===== src/rtl/tern_pkg.sv =====
package tern_pkg;
  typedef logic [1:0] trit_t;
  localparam trit_t TRIT_ZERO = 2'b00;
  localparam trit_t TRIT_BAD  = 2'b11;
  localparam int    TRIT_W    = 2;
endpackage


===== src/rtl/tern_half_stage.sv =====
module tern_half_stage
  import tern_pkg::*;
(
  input  trit_t x_i,
  input  trit_t y_i,
  output trit_t s_o,
  output logic  k_o
);
  logic [2:0] tot;
  always_comb begin
    tot = {1'b0, x_i} + {1'b0, y_i};
    if (tot >= 3'd3) begin
      s_o = trit_t'(tot - 3'd3);
      k_o = 1'b1;
    end else begin
      s_o = tot[1:0];
      k_o = 1'b0;
    end
  end
endmodule


===== src/rtl/tern_digit_cell.sv =====
module tern_digit_cell
  import tern_pkg::*;
(
  input  trit_t a_i,
  input  trit_t b_i,
  input  trit_t c_i,
  input  trit_t k_i,
  output trit_t s_o,
  output trit_t k_o
);
  trit_t s_ab, s_abc;
  logic  k_ab, k_abc, k_all;

  tern_half_stage u_st0 (.x_i(a_i),   .y_i(b_i), .s_o(s_ab),  .k_o(k_ab));
  tern_half_stage u_st1 (.x_i(s_ab),  .y_i(c_i), .s_o(s_abc), .k_o(k_abc));
  tern_half_stage u_st2 (.x_i(s_abc), .y_i(k_i), .s_o(s_o),   .k_o(k_all));

  // stage carries are single bits; their count is the cell carry (0..2)
  assign k_o = {1'b0, k_ab} + {1'b0, k_abc} + {1'b0, k_all};
endmodule


===== src/rtl/tern_code_check.sv =====
module tern_code_check
  import tern_pkg::*;
#(
  parameter int NTRIT = 3
) (
  input  logic [TRIT_W*NTRIT-1:0] a_i,
  input  logic [TRIT_W*NTRIT-1:0] b_i,
  input  logic [TRIT_W*NTRIT-1:0] c_i,
  input  trit_t                   cin_i,
  output logic                    bad_o
);
  logic [NTRIT-1:0] pos_bad;
  for (genvar g = 0; g < NTRIT; g++) begin : g_pos
    assign pos_bad[g] = (a_i[TRIT_W*g +: TRIT_W] == TRIT_BAD) ||
                        (b_i[TRIT_W*g +: TRIT_W] == TRIT_BAD) ||
                        (c_i[TRIT_W*g +: TRIT_W] == TRIT_BAD);
  end
  assign bad_o = (|pos_bad) || (cin_i == TRIT_BAD);
endmodule


===== src/rtl/tern3_adder.sv =====
module tern3_adder
  import tern_pkg::*;
#(
  parameter int NTRIT = 3
) (
  input  logic [2*NTRIT-1:0] a_i,
  input  logic [2*NTRIT-1:0] b_i,
  input  logic [2*NTRIT-1:0] c_i,
  input  logic [1:0]         cin_i,
  output logic [2*NTRIT-1:0] sum_o,
  output logic [1:0]         cout_o,
  output logic               bad_code_o
);
  localparam int BUS_W = TRIT_W * NTRIT;

  trit_t             chain [NTRIT+1];
  logic [BUS_W-1:0]  raw_sum;
  logic              bad;

  assign chain[0] = cin_i;

  for (genvar g = 0; g < NTRIT; g++) begin : g_cell
    tern_digit_cell u_cell (
      .a_i (a_i[TRIT_W*g +: TRIT_W]),
      .b_i (b_i[TRIT_W*g +: TRIT_W]),
      .c_i (c_i[TRIT_W*g +: TRIT_W]),
      .k_i (chain[g]),
      .s_o (raw_sum[TRIT_W*g +: TRIT_W]),
      .k_o (chain[g+1])
    );
  end

  tern_code_check #(.NTRIT(NTRIT)) u_chk_code (
    .a_i(a_i), .b_i(b_i), .c_i(c_i), .cin_i(cin_i), .bad_o(bad)
  );

  assign bad_code_o = bad;
  assign sum_o      = bad ? '0 : raw_sum;
  assign cout_o     = bad ? TRIT_ZERO : chain[NTRIT];
endmodule


===== config.mk =====
export PLATFORM = sky130hd
export DESIGN_NAME = tern3_adder
export DESIGN_NICKNAME = d
export VERILOG_FILES = /design/src/rtl/tern_pkg.sv /design/src/rtl/tern_half_stage.sv /design/src/rtl/tern_digit_cell.sv /design/src/rtl/tern_code_check.sv /design/src/rtl/tern3_adder.sv
export SDC_FILE = /design/constraint.sdc
export NUM_CORES = 1
export LEC_CHECK = 0
export ABC_AREA = 1
export CAP_MARGIN = 20
export CELL_PAD_IN_SITES_DETAIL_PLACEMENT = 1
export CELL_PAD_IN_SITES_GLOBAL_PLACEMENT = 1
export CORE_MARGIN = 1.5
export CORE_UTILIZATION = 35
export DETAILED_ROUTE_END_ITERATION = 12
export PLACE_DENSITY_LB_ADDON = 0.1
export SLEW_MARGIN = 20
export SYNTH_ARGS = -nofsm -noshare
export SYNTH_HDL_FRONTEND = slang
export SYNTH_SLANG_ARGS = --single-unit

===== constraint.sdc =====
create_clock -name vclk -period 11.3
set_input_delay 1.695 -clock vclk [all_inputs]
set_output_delay 1.695 -clock vclk [all_outputs]
set_load 0.005 [all_outputs]

==> run summary <==
GP Congestion: 0.6991
initial DRC count: 14
vias in the first global route: 1221
crit-path max cell delay: 0.56 ns
Setup Crit Path Kind: in -> out
Place WS: -0.8245 ns
Ports: 29
Syn Nets: 199
register area share after synthesis: 0
crit path max-delay cell type: fa_2
Die Y: 56.25 um
worst slew pin tran: 0.3113 ns
worst endpoint data arrival time: 9.36 ns
# DRC: 0
routed length per instance: 12.14 um
FMAX: 0.09044 GHz
top cell type's share of synthesized area: 0.2421
Req. time, crit path: 9.61 ns
Layout clock buffers: 0
Synth top cells by count: inv_1 (41), nand2_1 (36), ha_1 (18)
grt peak-use layer: met2
Mapped Avg Cell Area: 6.659 um2
Ys Warns: 0
sequential cell count: 0
Setup Total Neg Slack: 0 ns
antenna-violating nets left: 0
Final WS setup: 0.2426 ns
largest net degree at the start of global routing: 10
crit path max fanout: 2
Area Growth Syn to Fin: 61.79%
core area: 0.002734 mm2
Final #Nets: 254
area leader, netlist: fa_1
Worst path most repeated cell: ha_2
fin cells: 233
register cell area after layout: 0 um2
row cnt: 19
met2 usage: 0.4050
total track usage: 0.1823
IO buf count: 29
M3 GR Usage: 0.009302
Slew Viols, Final: 0
dpl cells: 220
Worst Setup Start Kind: input port
area of the mapped netlist: 992.2 um2
GR Layer Usage met1: 0.1905
Detailed Routing Iterations Pass 1: 4
cell area after layout: 0.001605 mm2
Slew headroom: 0.7902
Hold Buf Count CTS: 0
first-pass GRT wire length: 4843 um
vias: 1091
share of layout cells above drive strength 1: 0.2822
final setup vio count: 0
MaxCap Viol Count: 0
dpl hpwl: 2200 um
dominant cells by area after synthesis: fa_1 (24%), ha_1 (23%), inv_1 (16%)
Starting Density: 0.3629
top-count cell post-synth: inv_1
total gr overflow: 0
area of the die: 0.003164 mm2
CP endpoint kind: primary output
Tightest Hold Check Type: in -> out
vias per cell: 4.682
period utilisation layout: 0.9785
antenna violations before repair: 0
Die W: 56.25 um
Antenna Cells: 0
number of distinct library cells after synthesis: 14
status: complete, no violations
DP Area: 0.001404 mm2
Syn Inst Count: 149
WL final: 2828 um
Hold Vio Cnt, Final: 0
Tmin final: 11.06 ns
[layer usage]
metal	wire [um]	share of wire
met1	1095	0.39
met2	1642	0.58
met3	90	0.032
met4	0	0
met5	0	0
[path summary, 6_finish.rpt]
path    from        end  cells after the start
min   b_i[0]  cout_o[0]                      7
max   a_i[0]  cout_o[0]                     41
[stage by stage]
| step | utilization | hold slack, ns |
|---|---|---|
| after floorplan | - | 3.603 |
| after global placement | 0.5135 | 4.629 |
| after detailed placement | 0.5135 | 4.647 |
| after CTS | 0.5533 | 4.074 |
| after global routing | 0.5872 | 3.992 |
| final | 0.5872 | 3.925 |
[what timing repair did]
item / 4_1_cts / 5_1_grt
setup buffers: 7 / 6
pin swaps: 15 / 16
resized for setup: 26 / 20
setup endpoints to repair: 4 / 4
[cells by family (layout without fill, tap and decap cells)]
family,count (synthesis),count (layout),synth area share
simple gates,60,60,0.2547
compound gates,12,12,0.06809
fa+ha+maj,30,30,0.4691
xor+xnor,6,6,0.05296
buf+inv,41,94,0.1551
[layout make-up]
type / count / area (um2)
fill: 360 / 1129
multi-input combinational: 108 / 948.4
timing repair buffer: 53 / 464.2
inverter: 41 / 153.9
tap: 31 / 38.79
[cells in the final DEF (no fill, tap or decap), types with 2 or more instances in the layout]
cell type | synthesis | final
inv_1 | 41 | 37
inv_2 | 0 | 4
o21ai_2 | 2 | 2
nor2_4 | 0 | 4
nand4_1 | 2 | 2
ha_1 | 18 | 8
nor2_1 | 16 | 12
fa_1 | 12 | 11
ha_4 | 0 | 2
dlymetal6s2s_1 | 0 | 2
nor2_2 | 2 | 2
nand3_1 | 3 | 3
ha_2 | 0 | 8
buf_4 | 0 | 24
xor2_1 | 4 | 3
nand2_1 | 36 | 31
o21ai_0 | 9 | 8
clkdlybuf4s50_1 | 0 | 23
nand2_2 | 0 | 4
[worst max-delay path: cells and delay by family]
family | cells | cell delay, ns
xor gates and xnor gates | 2 | 0.27
and+or+nand+nor | 8 | 0.61
adders and majority gates | 18 | 5.83
buffers and inverters | 13 | 0.93
Power is not shown: default switching activity piles up to over one toggle a cycle in this logic, so the estimate is an artifact.
